`config.mk`:
```
export PLATFORM = sky130hd
export DESIGN_NAME = spec_load_violation_detector
export DESIGN_NICKNAME = d
export VERILOG_FILES = /design/src/rtl/spec_load_violation_detector.sv
export SDC_FILE = /design/constraint.sdc
export NUM_CORES = 1
export LEC_CHECK = 0
export BUFFER_PORTS_ARGS = -buffer_cell sky130_fd_sc_hd__buf_2
export CAP_MARGIN = 10
export CORE_MARGIN = 1
export CORE_UTILIZATION = 35
export CTS_BUF_LIST = sky130_fd_sc_hd__clkbuf_2 sky130_fd_sc_hd__clkbuf_4 sky130_fd_sc_hd__clkbuf_8
export DETAILED_ROUTE_END_ITERATION = 8
export PLACE_DENSITY = 0.61
export SLEW_MARGIN = 20
export SYNTH_ARGS = -nofsm -noshare
export SYNTH_HDL_FRONTEND = slang
export SYNTH_SLANG_ARGS = --single-unit
```
`constraint.sdc`:
```
create_clock -name clk -period 6.3 [get_ports clk]
set_input_delay 0.63 -clock clk [delete_from_list [all_inputs] [get_ports clk]]
set_output_delay 0.63 -clock clk [all_outputs]
set_load 0.01 [all_outputs]
```
`src/rtl/spec_load_violation_detector.sv`:
```
module spec_load_violation_detector #(
  parameter int DEPTH      = 8,
  parameter int ADDR_W     = 16,
  parameter int MATCH_BITS = 12,
  parameter int SID_W      = 4,
  localparam int IDX_W     = $clog2(DEPTH),
  localparam int SEQ_W     = IDX_W + 1
) (
  input  logic              clk,
  input  logic              rst_n,
  input  logic              alloc_valid,
  output logic [SEQ_W-1:0]  alloc_seq,
  output logic              lq_full,
  input  logic              exec_valid,
  input  logic [SEQ_W-1:0]  exec_seq,
  input  logic [ADDR_W-1:0] exec_addr,
  input  logic              exec_fwd,
  input  logic [SID_W-1:0]  exec_fwd_id,
  input  logic              st_valid,
  input  logic [ADDR_W-1:0] st_addr,
  input  logic [SEQ_W-1:0]  st_mark,
  input  logic [SID_W-1:0]  st_id,
  input  logic              ret_valid,
  output logic              replay_valid,
  output logic [SEQ_W-1:0]  replay_seq
);

  logic [SEQ_W-1:0]      head_q, tail_q;
  logic                  done_q  [DEPTH];
  logic [MATCH_BITS-1:0] addr_q  [DEPTH];
  logic                  fwd_q   [DEPTH];
  logic [SID_W-1:0]      fid_q   [DEPTH];
  logic                  replay_q;
  logic [SEQ_W-1:0]      replay_seq_q;

  logic [SEQ_W-1:0] count, mark_off;
  logic             flush;
  logic [SEQ_W-1:0] victim;
  logic             alloc_fire, ret_fire;
  logic [IDX_W-1:0] exec_idx, tail_idx;

  assign count     = tail_q - head_q;
  assign mark_off  = st_mark - head_q;
  assign lq_full   = (count == SEQ_W'(DEPTH));
  assign alloc_seq = tail_q;
  assign exec_idx  = exec_seq[IDX_W-1:0];
  assign tail_idx  = tail_q[IDX_W-1:0];

  always_comb begin
    flush  = 1'b0;
    victim = tail_q;
    for (int k = 0; k < DEPTH; k++) begin
      logic [SEQ_W-1:0]      s;
      logic [IDX_W-1:0]      ix;
      logic                  byp, e_done, e_fwd, hit;
      logic [MATCH_BITS-1:0] e_addr;
      logic [SID_W-1:0]      e_fid;
      s      = head_q + SEQ_W'(k);
      ix     = s[IDX_W-1:0];
      byp    = exec_valid && (exec_seq == s);
      e_done = done_q[ix] | byp;
      e_addr = byp ? exec_addr[MATCH_BITS-1:0] : addr_q[ix];
      e_fwd  = byp ? exec_fwd : fwd_q[ix];
      e_fid  = byp ? exec_fwd_id : fid_q[ix];
      hit    = st_valid && (SEQ_W'(k) < count) && (SEQ_W'(k) >= mark_off) &&
               e_done && (e_addr == st_addr[MATCH_BITS-1:0]) &&
               !(e_fwd && (e_fid == st_id));
      if (hit && !flush) begin
        flush  = 1'b1;
        victim = s;
      end
    end
  end

  assign alloc_fire = alloc_valid && !lq_full && !flush;
  assign ret_fire   = ret_valid && (count != '0) && !(flush && (victim == head_q));

  always_ff @(posedge clk) begin
    if (!rst_n) begin
      head_q       <= '0;
      tail_q       <= '0;
      replay_q     <= 1'b0;
      replay_seq_q <= '0;
      for (int i = 0; i < DEPTH; i++) begin
        done_q[i] <= 1'b0;
        addr_q[i] <= '0;
        fwd_q[i]  <= 1'b0;
        fid_q[i]  <= '0;
      end
    end else begin
      if (exec_valid) begin
        done_q[exec_idx] <= 1'b1;
        addr_q[exec_idx] <= exec_addr[MATCH_BITS-1:0];
        fwd_q[exec_idx]  <= exec_fwd;
        fid_q[exec_idx]  <= exec_fwd_id;
      end
      if (alloc_fire) done_q[tail_idx] <= 1'b0;
      if (flush) tail_q <= victim;
      else if (alloc_fire) tail_q <= tail_q + 1'b1;
      if (ret_fire) head_q <= head_q + 1'b1;
      replay_q <= flush;
      if (flush) replay_seq_q <= victim;
    end
  end

  assign replay_valid = replay_q;
  assign replay_seq   = replay_seq_q;

  p_count_bounded_r2: assert property (@(posedge clk) disable iff (!rst_n)
    count <= SEQ_W'(DEPTH));

  p_no_alloc_when_full_r2: assert property (@(posedge clk) disable iff (!rst_n)
    (lq_full && !st_valid) |=> $stable(alloc_seq));

  p_flush_tail_r9: assert property (@(posedge clk) disable iff (!rst_n)
    replay_valid |-> (alloc_seq == replay_seq));

  p_replay_younger_r6: assert property (@(posedge clk) disable iff (!rst_n)
    replay_valid |-> (SEQ_W'(replay_seq - $past(st_mark)) < SEQ_W'(DEPTH)));

  p_mark_in_range_r6: assert property (@(posedge clk) disable iff (!rst_n)
    st_valid |-> (mark_off <= count));

  p_exec_live_r12: assert property (@(posedge clk) disable iff (!rst_n)
    exec_valid |-> (SEQ_W'(exec_seq - head_q) < count));

  p_retire_done_r11: assert property (@(posedge clk) disable iff (!rst_n)
    (ret_valid && count != '0) |-> done_q[head_q[IDX_W-1:0]]);

endmodule

```
==> results.md <==
- Outcome: finished with violations
- Failing checks: design-rule violations
- DP Area: 19840 sq um
- Core area: 52870 sq um
- Gr usage total: 27.39%
- Count of buffer and inverter cells on the critical path: 1
- Critical path's slowest cell: xnor2_1
- Critical path depth: 14
- Design area: 20240 sq um
- Power per cell area: 365.2 nW/um^2
- Crit Path Category: flip-flop to flip-flop
- Post_cts resized: 0
- Sw Pwr: 3550 uW
- Cell-internal power: 3841 uW
- Util after Layout: 38.29%
- TritonCTS Buffers: 17
- Crit path DAT: 5.71 ns
- Worst Setup SP: head_q[1]
- GPL Wtd Cong: 1.036
- Largest stage delay, worst path: 0.78 ns
- Worst Max-Slew Pin Slew: 1.214 ns
- Initial antenna violation count: 7
- # Post-CTS Setup Buffers: 0
- Top delay family on crit path: simple AND/OR/NAND/NOR gates
- Critical R2R Launch: head_q[1]
- Switch share: 48.03%
- Clk sinks: 160
- Iteration-0 DRC Markers: 2020
- RSZ-0062 raised after global routing: no
- Final count of negative-setup-slack endpoints: 0
- Share of the synthesized area in the top cell type: 24.39%
- I/O pin count: 65
- # nets final: 1798
- Hold path start: replay_seq[1]
- Reg2reg end: replay_seq[2]
- CTS Root Cell: clkbuf_8
- Area Growth Syn to Fin: 7.439%
- Busiest layer in global routing: met2
- Achievable Freq: 190.2 MHz
- Worst Hold Class: flip-flop to flip-flop
- FP Rows: 84
- DRC violations left: 10
- WL final: 74170 microns
- Starting Density: 35.64%
- DR vias: 16230
- Grt total ovfl: 0
- R2r setup slk: 1.04 ns
- Met3 usage: 5.618%
- Period utilisation layout: 83.47%
- Worst EP required: 6.75 ns
- Leak pwr: 0.006711 uW
- Drt wl/cell: 30.52 microns
- Worst slew margin relative to its limit: 19.07%
- Worst-path cell chain: buf_4 > ha_1 > a21oi_2 > xnor2_1 > nor3_1 > o21a_1 > nor4_1 > or3b_1 > nor4_2 > mux2_2 > or3_1 > o21ai_0 > a21o_1 > o21ai_1
- Crit path to: replay_seq[2]
- Post-Syn Area: 18840 sq um
- FF-to-FF path depth: 14
- Number of synthesized flops with an enable pin: 128
- Clk slew on worst S/H paths: 0.10 ns
- Post-synth top area cell: mux4_2
- Global-route wire length before repair: 108200 microns
- Yosys Warn Count: 0
- Antenna violation net count after detailed routing: 0
- GRT met2 Usage: 43.02%
- DP Wirelength: 54750 microns
- Max-slew violations: 0
- Syn Area/Cell: 10.81 sq um
- Peak VDD IR: 235.0 uV
- CTS Buffer Depth: 2
- Die width: 234.0 microns
- PortBufs: 56
- Post-Synthesis Cells: 1742
- Vias in the first global route: 15430
- CP Capture Type: flip-flop
- Post-Syn Nets: 1813
- Layout cells sized above 1: 29.48%
- CTS tree: done
- Yosys cell types: 93
- H-Tree Depth: 4
- Pin count of the biggest net entering global routing: 48
- CP Launch Type: flip-flop
- Die Ht: 234.0 microns
- MaxCap Viol Count: 0
- Sequential power share: 18.8%
- Final hold violation count: 0
- Most common library cells after synthesis: mux4_2, edfxtp_1, mux2i_1
- Async set or reset register ratio after synthesis: 0%
- Met1 GRT Util: 37.19%
- Vias per std cell: 6.678
- Top-count cell post-synth: mux4_2
- Synthesis-stage register bit count: 160
- Skew final: 0.02023 ns
- Synth area leaders: mux4_2, edfxtp_1, mux2i_1, mux2_2, xnor2_1
- Setup TNS: 0 ns
- Clock power share: 10.9%
- Primary FF master, synth: edfxtp_1
- Seq/Total Area, Yosys: 23.80%
- DRT Pass-1 Iters: 7
- Cts hold-fix bufs: 0
- DIE AREA: 54760 sq um
- Fin crit period: 5.259 ns
- Gate power share: 70.4%
- Max Fanout on Critical Path: 43
- Worst-Skew Late Latency: 0.56 ns
power by group through the flow:
stage | Clock, uW | Combinational, uW | Sequential [uW]
floorplan | 0 | 3910 | 1310
global placement | 0 | 5030 | 1400
detailed placement | 0 | 5090 | 1410
CTS | 819 | 5110 | 1380
global route | 852 | 5470 | 1400
finish | 802 | 5200 | 1390
state kept, by name, summed over array words and instances (netlist names), named ones only:
name / count
head_q: 4
fid_q: 32
addr_q: 96
replay_valid: 1
fwd_q: 8
alloc_seq: 4
done_q: 8
replay_seq: 4
cell families (layout without fill, tap and decap cells):
family / after synthesis / in the layout / synth area share, %
buffers and inverters: 187 / 185 / 5.180
adders and majority gates: 16 / 16 / 1.142
other: 0 / 2 / 0
AOI/OAI and AO/OA: 256 / 256 / 8.574
muxes: 419 / 419 / 37.23
DFF: 160 / 160 / 23.80
xor gates and xnor gates: 122 / 122 / 6.123
and+or+nand+nor: 582 / 582 / 17.95
worst min path at each step:
stage,endpoint,slack [ns],cells after the start
6_report,replay_seq[1],0.46,2
2_1_floorplan,fwd_q[2],0.47,2
3_5_place_dp,replay_seq[1],0.45,2
4_1_cts,fwd_q[4],0.42,3
3_3_place_gp,replay_seq[3],0.45,2
5_1_grt,fwd_q[6],0.47,3
layout make-up:
cell class / count / area [sq um]
Fill cell: 5116 / 32630
Tap cell: 688 / 860.8
Sequential cell: 160 / 4496
Multi-Input combinational cell: 1395 / 13540
Timing Repair Buffer: 130 / 860.8
Clock inverter: 15 / 162.7
Inverter: 23 / 86.33
Antenna cell: 2 / 5.005
Clock buffer: 17 / 234.0
stage by stage:
stage | instances | hold slack (ns) | power (uW) | setup slack (ns)
6_report | 2430 | 0.4608 | 7391 | 1.041
2_1_floorplan | 1742 | 0.4702 | 5221 | 0.7721
5_1_grt | 2429 | 0.4718 | 7723 | 0.7680
3_5_place_dp | 2396 | 0.4476 | 6496 | 1.057
3_3_place_gp | 2396 | 0.4485 | 6426 | 1.072
4_1_cts | 2428 | 0.4206 | 7314 | 1.009
worst register-to-register path, delay by kind of cell (launching register included):
kind            cells  cell delay, ns
compound gates      5            0.63
buf+inv             1            0.55
fa+ha+maj           1            0.38
simple gates        5            2.07
mux                 1            0.40
flops               1            0.37
xor+xnor            1            0.78
placed cells by master (no fill, tap or decap), types with 12 or more instances in the layout:
master / Yosys / routed
a21oi_1: 69 / 69
a31oi_1: 14 / 14
and2_1: 110 / 110
buf_2: 47 / 56
buf_4: 19 / 72
clkbuf_8: 0 / 17
dfxtp_1: 32 / 27
edfxtp_1: 128 / 128
ha_1: 14 / 12
inv_1: 17 / 17
mux2_2: 84 / 84
mux2i_1: 121 / 121
mux4_2: 204 / 204
nand2_1: 98 / 98
nand2b_1: 21 / 20
nand3_1: 40 / 40
nand4_1: 40 / 40
nor2_1: 31 / 25
nor2b_1: 14 / 14
nor3_1: 87 / 85
nor4_1: 43 / 43
o21ai_0: 80 / 74
or3_1: 25 / 25
xnor2_1: 83 / 82
xor2_1: 32 / 31
metal layers:
metal  wire length [microns]  vias to the layer above  part of all wire [%]
met4                    2546                        8                   3.4
met1                   30000                     8205                    40
met3                    7543                      141                    10
li1                        -                     6853                     -
met5                      99                        -                  0.13
met2                   33980                     1021                    46
Note: power is estimated with default switching activity, not from simulation.
